--- src/rtl/slp_pkg.sv ---
package slp_pkg;

    typedef enum logic [1:0] {
        OSC_LP  = 2'd0,
        OSC_XT  = 2'd1,
        OSC_HS  = 2'd2,
        OSC_INT = 2'd3
    } osc_mode_e;

    typedef enum logic [2:0] {
        ST_RUN,
        ST_SLEEP,
        ST_OST,
        ST_RESUME,
        ST_DUMMY
    } slp_state_e;

    typedef struct packed {
        logic to;
        logic pd;
    } slp_stat_t;

    localparam slp_stat_t STAT_RESET = '{to: 1'b1, pd: 1'b1};
    localparam slp_stat_t STAT_SLEPT = '{to: 1'b1, pd: 1'b0};

    function automatic logic needs_startup(osc_mode_e m);
        return m != OSC_INT;
    endfunction

endpackage

--- src/rtl/wake_detect.sv ---
module wake_detect #(
    parameter int NSRC = 8
) (
    input  logic [NSRC-1:0] irq_en,
    input  logic [NSRC-1:0] irq_flag,
    output logic            wake_any
);
    logic [NSRC-1:0] hit;

    generate
        for (genvar i = 0; i < NSRC; i++) begin : g_src
            assign hit[i] = irq_en[i] & irq_flag[i];
        end
    endgenerate

    assign wake_any = |hit;
endmodule

--- src/rtl/ost_counter.sv ---
module ost_counter #(
    parameter int CYCLES = 1024
) (
    input  logic clk,
    input  logic rst,
    input  logic clear,
    input  logic run,
    output logic done
);
    localparam int CW = (CYCLES > 2) ? $clog2(CYCLES) : 1;
    localparam logic [CW-1:0] LAST = CW'(CYCLES - 1);

    logic [CW-1:0] cnt;

    assign done = run && (cnt == LAST);

    always_ff @(posedge clk) begin
        if (rst || clear) begin
            cnt <= '0;
        end else if (run && !done) begin
            cnt <= cnt + 1'b1;
        end
    end
endmodule

--- src/rtl/sleep_fsm.sv ---
module sleep_fsm
    import slp_pkg::*;
(
    input  logic       clk,
    input  logic       rst,
    input  logic       sleep_exec,
    input  logic       wake_any,
    input  logic       glob_ie,
    input  logic [1:0] osc_mode,
    input  logic       ost_done,
    output slp_state_e state,
    output slp_stat_t  stat,
    output logic       wdt_clr,
    output logic       ost_clear,
    output logic       fsm_idle
);
    logic gie_q;

    assign fsm_idle  = (state == ST_RUN);
    assign ost_clear = (fsm_idle && sleep_exec) || (state == ST_SLEEP && wake_any);

    always_ff @(posedge clk) begin
        if (rst) begin
            state   <= ST_RUN;
            stat    <= STAT_RESET;
            wdt_clr <= 1'b0;
            gie_q   <= 1'b0;
        end else begin
            wdt_clr <= 1'b0;
            case (state)
                ST_RUN: begin
                    if (sleep_exec && !wake_any) begin
                        state   <= ST_SLEEP;
                        stat    <= STAT_SLEPT;
                        wdt_clr <= 1'b1;
                    end
                end
                ST_SLEEP: begin
                    if (wake_any) begin
                        gie_q <= glob_ie;
                        state <= needs_startup(osc_mode_e'(osc_mode)) ? ST_OST : ST_RESUME;
                    end
                end
                ST_OST: begin
                    if (ost_done) state <= ST_RESUME;
                end
                ST_RESUME: state <= gie_q ? ST_DUMMY : ST_RUN;
                ST_DUMMY:  state <= ST_RUN;
                default:   state <= ST_RUN;
            endcase
        end
    end
endmodule

--- src/rtl/sleep_wake_ctrl.sv ---
module sleep_wake_ctrl
    import slp_pkg::*;
#(
    parameter int NSRC       = 8,
    parameter int OST_CYCLES = 1024
) (
    input  logic            clk,
    input  logic            rst,
    input  logic            sleep_exec,
    input  logic [NSRC-1:0] irq_en,
    input  logic [NSRC-1:0] irq_flag,
    input  logic            glob_ie,
    input  logic [1:0]      osc_mode,
    output logic            core_halt,
    output logic            wdt_clr,
    output logic            to_flag,
    output logic            pd_flag,
    output logic            vec_req,
    output logic            dummy_cycle
);
    logic       wake_any;
    logic       ost_done;
    logic       ost_clear;
    logic       fsm_idle;
    slp_state_e state;
    slp_stat_t  stat;

    wake_detect #(.NSRC(NSRC)) u_wake (
        .irq_en   (irq_en),
        .irq_flag (irq_flag),
        .wake_any (wake_any)
    );

    ost_counter #(.CYCLES(OST_CYCLES)) u_ost (
        .clk   (clk),
        .rst   (rst),
        .clear (ost_clear),
        .run   (state == ST_OST),
        .done  (ost_done)
    );

    sleep_fsm u_fsm (
        .clk        (clk),
        .rst        (rst),
        .sleep_exec (sleep_exec),
        .wake_any   (wake_any),
        .glob_ie    (glob_ie),
        .osc_mode   (osc_mode),
        .ost_done   (ost_done),
        .state      (state),
        .stat       (stat),
        .wdt_clr    (wdt_clr),
        .ost_clear  (ost_clear),
        .fsm_idle   (fsm_idle)
    );

    assign core_halt   = (state == ST_SLEEP) || (state == ST_OST);
    assign vec_req     = (state == ST_DUMMY);
    assign dummy_cycle = (state == ST_DUMMY);
    assign to_flag     = stat.to;
    assign pd_flag     = stat.pd;
endmodule

--- config.mk ---
export PLATFORM = sky130hd
export DESIGN_NAME = sleep_wake_ctrl
export DESIGN_NICKNAME = d
export VERILOG_FILES = /design/src/rtl/slp_pkg.sv /design/src/rtl/wake_detect.sv /design/src/rtl/ost_counter.sv /design/src/rtl/sleep_fsm.sv /design/src/rtl/sleep_wake_ctrl.sv
export SDC_FILE = /design/constraint.sdc
export NUM_CORES = 1
export LEC_CHECK = 0
export BUFFER_PORTS_ARGS = -buffer_cell sky130_fd_sc_hd__buf_2
export CAP_MARGIN = 40
export CELL_PAD_IN_SITES_DETAIL_PLACEMENT = 0
export CELL_PAD_IN_SITES_GLOBAL_PLACEMENT = 1
export CORE_UTILIZATION = 37
export CTS_CLUSTER_SIZE = 16
export DETAILED_ROUTE_END_ITERATION = 7
export MAX_ROUTING_LAYER = met4
export PLACE_DENSITY = 0.79
export SLEW_MARGIN = 20
export SYNTH_ARGS = -nofsm -noshare
export SYNTH_HDL_FRONTEND = slang
export SYNTH_SLANG_ARGS = --single-unit
--- constraint.sdc ---
create_clock -name clk -period 4.85 [get_ports clk]
set_clock_uncertainty 0.2 [all_clocks]
set_input_delay 0.485 -clock clk [delete_from_list [all_inputs] [get_ports clk]]
set_output_delay 0.485 -clock clk [all_outputs]
set_load 0.01 [all_outputs]
==> results of run 1 <==
-- worst max-delay path, stage by stage (launching register included) --
cell     delay (ns)
dfxtp_1        0.48
nor3b_4        0.38
o31ai_2        0.24
or4_1          0.51
a21oi_1        0.15
-- registers in the layout (all words and copies together) (netlist names) --
| register | count |
|---|---|
| u_fsm.state | 3 |
| u_fsm.stat | 1 |
| u_fsm.wdt_clr | 1 |
| u_ost.cnt | 10 |
| u_fsm.gie_q | 1 |
-- how the worst max path moves through the flow --
stage / startpoint / endpoint / slack, ns / cells past startpoint
after floorplan: irq_en[3] / u_ost.cnt[2] / 2.99 / 5
after global placement: irq_en[1] / u_ost.cnt[2] / 2.78 / 5
after detailed placement: irq_en[1] / u_ost.cnt[2] / 2.76 / 5
after CTS: u_fsm.state[1] / u_ost.cnt[5] / 2.81 / 4
after global routing: u_fsm.state[1] / u_ost.cnt[5] / 2.69 / 4
final: u_fsm.state[1] / u_ost.cnt[5] / 2.82 / 4
-- cells by family after synthesis --
kind of cell,Yosys count,synth area share [%]
other cells,1,0.462
xor+xnor,4,4.32
mux,1,1.23
flops,16,39.4
simple gates,39,27.7
fa+ha+maj,1,1.54
compound gates,25,21.6
buf+inv,6,3.70
-- metrics by stage --
stage               worst slack [ns]  hold WS [ns]  instances
floorplan                       2.99         0.216         93
CTS                             2.81         0.233        144
finish                          2.82         0.232        144
global route                    2.69         0.238        144
detailed placement              2.76         0.232        141
global placement                2.78         0.233        141
-- where the power goes --
| part | total, W | switching (W) | internal (W) | leakage [nW] |
|---|---|---|---|---|
| combinational | 0.0000239 | 0.0000115 | 0.0000124 | 0.224 |
| clock | 0.0000669 | 0.0000381 | 0.0000288 | 0.0138 |
| sequential | 0.000135 | 0.00000193 | 0.000133 | 0.129 |
| total | 0.000225 | 0.0000516 | 0.000174 | 0.367 |
-- per-layer routing --
metal | GRT usage [%] | up-vias | routed length, um
met1 | 18.8 | 362 | 764
met4 | 4.41 | 0 | 17
met2 | 25.0 | 23 | 754
met5 | - | - | 0
met3 | 3.74 | 2 | 78
li1 | - | 401 | -
-- layout make-up --
type	instances	area, sq um
repair buffers	26	130
fillers	198	1050
multi-input cells	71	462
clock buffers	3	22.5
inverters	1	3.75
well taps	27	33.8
flip-flops and latches	16	320
-- placed cells by master (no fill, tap or decap), types with 2 or more instances in the layout --
cell type and n:
buf_2 26, dfxtp_1 16, nor2_1 10, a21oi_1 8, nand3_1 5, nand4_1 4
a22oi_1 4, nand2_1 3, xor2_1 3, clkbuf_4 3, nand2b_1 2, o21ai_0 2
or3_1 2, o2111ai_1 2, o31ai_1 2, nor3_1 2
==> metrics.cfg, run 1 <==
[outcome]
status=complete, no violations

[power]
p_leak_nw=0.367
p_total_w=0.000225
irDropWorstVdd_v=0.000179
power_density_nw_per_um2=232

[global_routing]
grt_use_total_pct=15.4
first_global_vias=703
grt_pass1_wl_um=2810
antenna_found_initial=0
grt.overflow.total=0
grt_start_max_net_pins=13

[sta]
fmax_mhz=493
fin_crit_sh_pct=41.8
finalSetupViolCount=0
period_minus_slack_ns=2.03
maxSlewHeadroom_pct=53.3
tns_ns=0
grt_setup_unrepaired=false
hold_viol=0
worstMarginPinSlew_ns=0.697
final_max_slew_viol_count=0

[finish]
final_core_util_pct=48.1
syn_to_final_growth_pct=19.7
fin_nets=142
drive_above_1_share_pct=28.2
antenna_cells=0
postLayoutCellArea_sq_um=972

[worst_setup_path]
r2r_start=u_fsm.state[1]
reg2reg_depth=4
required_ns=4.87
timing.rr.end=u_ost.cnt[5]
crit_path_start_kind=register
arrival_ns=2.04
timing.reg2reg.setup_slack_ns=2.82
cp_max_fo=9
critPathKind=reg -> reg
cp-end-kind=register

[clock_tree]
cts_buffer_depth=2
hold_buffers=0
clk_pin_slew_worst_paths_ns=0.09
cts_tree=built
cts_root_buf=clkbuf_4
numCtsBuffers=3
post-cts-setup-buffers=0
ctsHtreeMaxLevel=1
ctsResizeCount=0
clock_latency_ns=0.28
cts.sinks=16

[flow_run]
drv_cap=0

[synthesis]
ys_seq_area_share_pct=39.4
avgSynthCellArea_sq_um=8.73
synth-edff-count=0
yosysTopAreaCell=dfxtp_1
syn_inst=93
ys_warn_count=0
ys_async_sr_fraction_pct=0
synth_top_cell_area_share_pct=39.4
syn_area_sq_um=812
ys.flop_type=dfxtp_1
ys_ff_latch=16
synth_cell_types=40
yosysMostFrequentCell=dfxtp_1
syn-num-nets=116
ys_top_cells_by_count=16 x dfxtp_1, 10 x nor2_1, 8 x a21oi_1
synthTopCellsByArea=dfxtp_1 39%, a21oi_1 4.9%, nor2_1 4.6%

[hold_path]
whs_endpoint=u_fsm.gie_q
hold_path_startpoint=rst
min_path_type=in -> reg
min_path_cells=2

[placement]
port_buffers=26
dp_hpwl_um=1270
placed_area_sq_um=950
routabilityCongestion=0.720

[detailed_routing]
remaining_drc_errors=0
drtIter0Drc=13
routedWlPerCell_um=11.2
firstDrtPassIters=4
vias=788
avgViaCountPerCell=5.47
drt_wl_total_um=1610
drtAntennaViolNets=0

[floorplan]
num_rows=16
pin_count=28
core_area_sq_um=2020
die_w_um=48.8
die-area_sq_um=2390
die_h_um=48.8
start_util_pct=40.2

No activity file was read; power rests on OpenSTA's default activity.
==> run 2, diff against run 1 <==
- ABC_AREA: not set -> 1
- CORE_UTILIZATION: 37 -> 31
- PLACE_DENSITY: 0.79 -> 0.72
- clock period: 4.85 -> 1.8 ns (I/O delays scaled with it)
==> run 2 against run 1 <==
- die area rose by 40%
- synthesized cell count increased by 59%
- sequential power increased to 3.0 times the previous value
- global-route usage increased by 0.11 points
- count of clock-buffer cells in the layout is 1 higher
- via count up 23%
- worst setup slack lost 2.7 ns
- critical endpoint is now core_halt
==> metrics.cfg, run 2 <==
[synthesis]
synthTopCellsByArea=dfxtp_1 33%, nand2_1 19%, inv_1 6.6%
synth-edff-count=0
syn_inst=148
syn_area_sq_um=967
ys.flop_type=dfxtp_1
yosysTopAreaCell=dfxtp_1
synth_top_cell_area_share_pct=33.1
yosysMostFrequentCell=nand2_1
ys_warn_count=0
synth_cell_types=25
ys_top_cells_by_count=49 x nand2_1, 17 x inv_1, 16 x dfxtp_1
avgSynthCellArea_sq_um=6.53
ys_ff_latch=16
ys_async_sr_fraction_pct=0
ys_seq_area_share_pct=33.1
syn-num-nets=171

[detailed_routing]
drtIter0Drc=15
routedWlPerCell_um=10.2
vias=967
firstDrtPassIters=4
drtAntennaViolNets=0
drt_wl_total_um=2150
remaining_drc_errors=0
avgViaCountPerCell=4.60

[floorplan]
pin_count=28
start_util_pct=33.9
die-area_sq_um=3350
die_h_um=57.9
die_w_um=57.9
num_rows=19
core_area_sq_um=2850

[placement]
port_buffers=26
dp_hpwl_um=1750
routabilityCongestion=0.766

[finish]
layout_commonest_cell=nand2_1
syn_to_final_growth_pct=22.9
regArea_sq_um=322
largest_reg_flops=10
final_cell_mix=49 x nand2_1, 26 x buf_2, 17 x inv_1
drive_above_1_share_pct=28.5
fin_nets=203
reg_top3=u_ost.cnt: 10 flops, u_fsm.state: 3 flops
nFillCells=316
antenna_cells=0
multi_input_area_sq_um=551
largest_register=u_ost.cnt

[worst_setup_path]
timing.reg2reg.setup_slack_ns=0.14
critPathKind=reg -> out
reg2reg_depth=9
crit_path_start=u_fsm.state[1]
cp_max_fo=5
required_ns=1.42
crit_path_start_kind=register
arrival_ns=1.28
cp-end-kind=output port
r2r_start=u_ost.cnt[0]

[global_routing]
antenna_found_initial=0
grt.overflow.total=0
grt_use_total_pct=15.5
grtUsageMet3_pct=2.90
grt_use_met1_pct=18.2
grt_use_met2_pct=26.4
grt_busiest_layer=met2
grt_pass1_wl_um=3950
grt_start_max_net_pins=11
first_global_vias=991

[sta]
fmax_mhz=602
period_minus_slack_ns=1.66
hold_viol=0
worst_hold_slack_ns=0.00809
finalSetupViolCount=0
final_max_slew_viol_count=0
tns_ns=0
fin_crit_sh_pct=92.3
grt_setup_unrepaired=false

[clock_tree]
numCtsBuffers=3
cts.sinks=16
cts_buffer_depth=2
cts_tree=built
cts_root_buf=clkbuf_4
clk_pin_slew_worst_paths_ns=0.10
ctsHtreeMaxLevel=1
clock_latency_ns=0.29
post-cts-setup-buffers=0

[power]
power_density_nw_per_um2=837
pwr-share-comb_pct=34.0
irDropWorstVdd_v=0.000475
swShare_pct=37.1
net-switching-power_w=0.000369
pwr-share-seq_pct=41.1
p_total_w=0.000995
power_frac_clock_pct=24.9
p_int_w=0.000626
p_leak_nw=0.510

[outcome]
status=complete, no violations

[flow_run]
drv_cap=0

[hold_path]
hold_path_startpoint=sleep_exec
min_path_type=in -> reg
min_path_cells=3

[run 2: cell types whose count changed after synthesis, sizes merged, moves of 3 or more]
| cell | previous run | this run |
|---|---|---|
| nand3 | 5 | 8 |
| o31ai | 3 | 0 |
| nor2 | 10 | 20 |
| a22oi | 4 | 0 |
| nor3 | 2 | 9 |
| nand4 | 4 | 1 |
| inv | 1 | 19 |
| nand2 | 3 | 53 |
[run 2: layout make-up]
| class | instances | area share [%] |
|---|---|---|
| clock buffer | 4 | 3.05 |
| inverter | 21 | 7.05 |
| tap | 31 | 3.26 |
| timing repair buffer | 29 | 13.3 |
| multi-input combinational | 109 | 46.3 |
| sequential | 16 | 27.1 |
[run 2: final timing paths]
kind | to
worst min register to register | u_fsm.state[2]
worst max-delay path | core_halt
worst max register to register | u_ost.cnt[2]
worst min-delay path | u_fsm.wdt_clr
[run 2: what timing repair did]
action | in CTS | in global routing
gates resized for setup | 0 | 2
hold buffers | 2 | 0
hold endpoints to repair | 5 | 0
setup endpoints to repair | 0 | 1
[run 2: logic make-up (layout without fill, tap and decap cells)]
logic type,Yosys count,count (layout),share of synthesized area [%]
XOR/XNOR,2,2,1.81
AND/OR/NAND/NOR,92,92,46.1
AO/OA/AOI/OAI,13,13,7.12
other,1,1,0.388
buffers and inverters,23,54,10.2
adder cells (fa/ha/maj),1,1,1.29
flip-flops,16,16,33.1
[run 2: worst max-delay path: stages, from the launching register on]
cell and delay (ns):
dfxtp_1 0.37, nor2_1 0.15, inv_1 0.08, nor2_2 0.13, inv_1 0.06, nand2_1 0.08, buf_2 0.13
[run 2: power groups by stage]
| stage | combinational [W] | sequential [W] | clock [W] |
|---|---|---|---|
| 2_1_floorplan | 0.000239 | 0.000416 | 0 |
| 3_3_place_gp | 0.000335 | 0.000417 | 0 |
| 3_5_place_dp | 0.000340 | 0.000417 | 0 |
| 4_1_cts | 0.000343 | 0.000409 | 0.000255 |
| 5_1_grt | 0.000385 | 0.000414 | 0.000272 |
| 6_report | 0.000338 | 0.000409 | 0.000248 |
[run 2: per-stage QoR]
stage / instance area [sq um] / setup WS (ns) / cells / utilization [%]
after CTS: 1180 / 0.121 / 210 / 41.5
after floorplan: 967 / 0.212 / 148 / -
after detailed placement: 1130 / 0.143 / 204 / 39.6
after global placement: 1130 / 0.176 / 204 / 39.6
after global routing: 1190 / 0.00162 / 210 / 41.7
final: 1190 / 0.138 / 210 / 41.7
[run 2: routing by layer]
layer / up-vias / wire length (um) / part of all wire (%)
met3: 4 / 39 / 1.8
met2: 8 / 1030 / 48
met5: - / 0 / 0
met4: 0 / 27 / 1.3
met1: 436 / 1050 / 49
li1: 519 / - / -
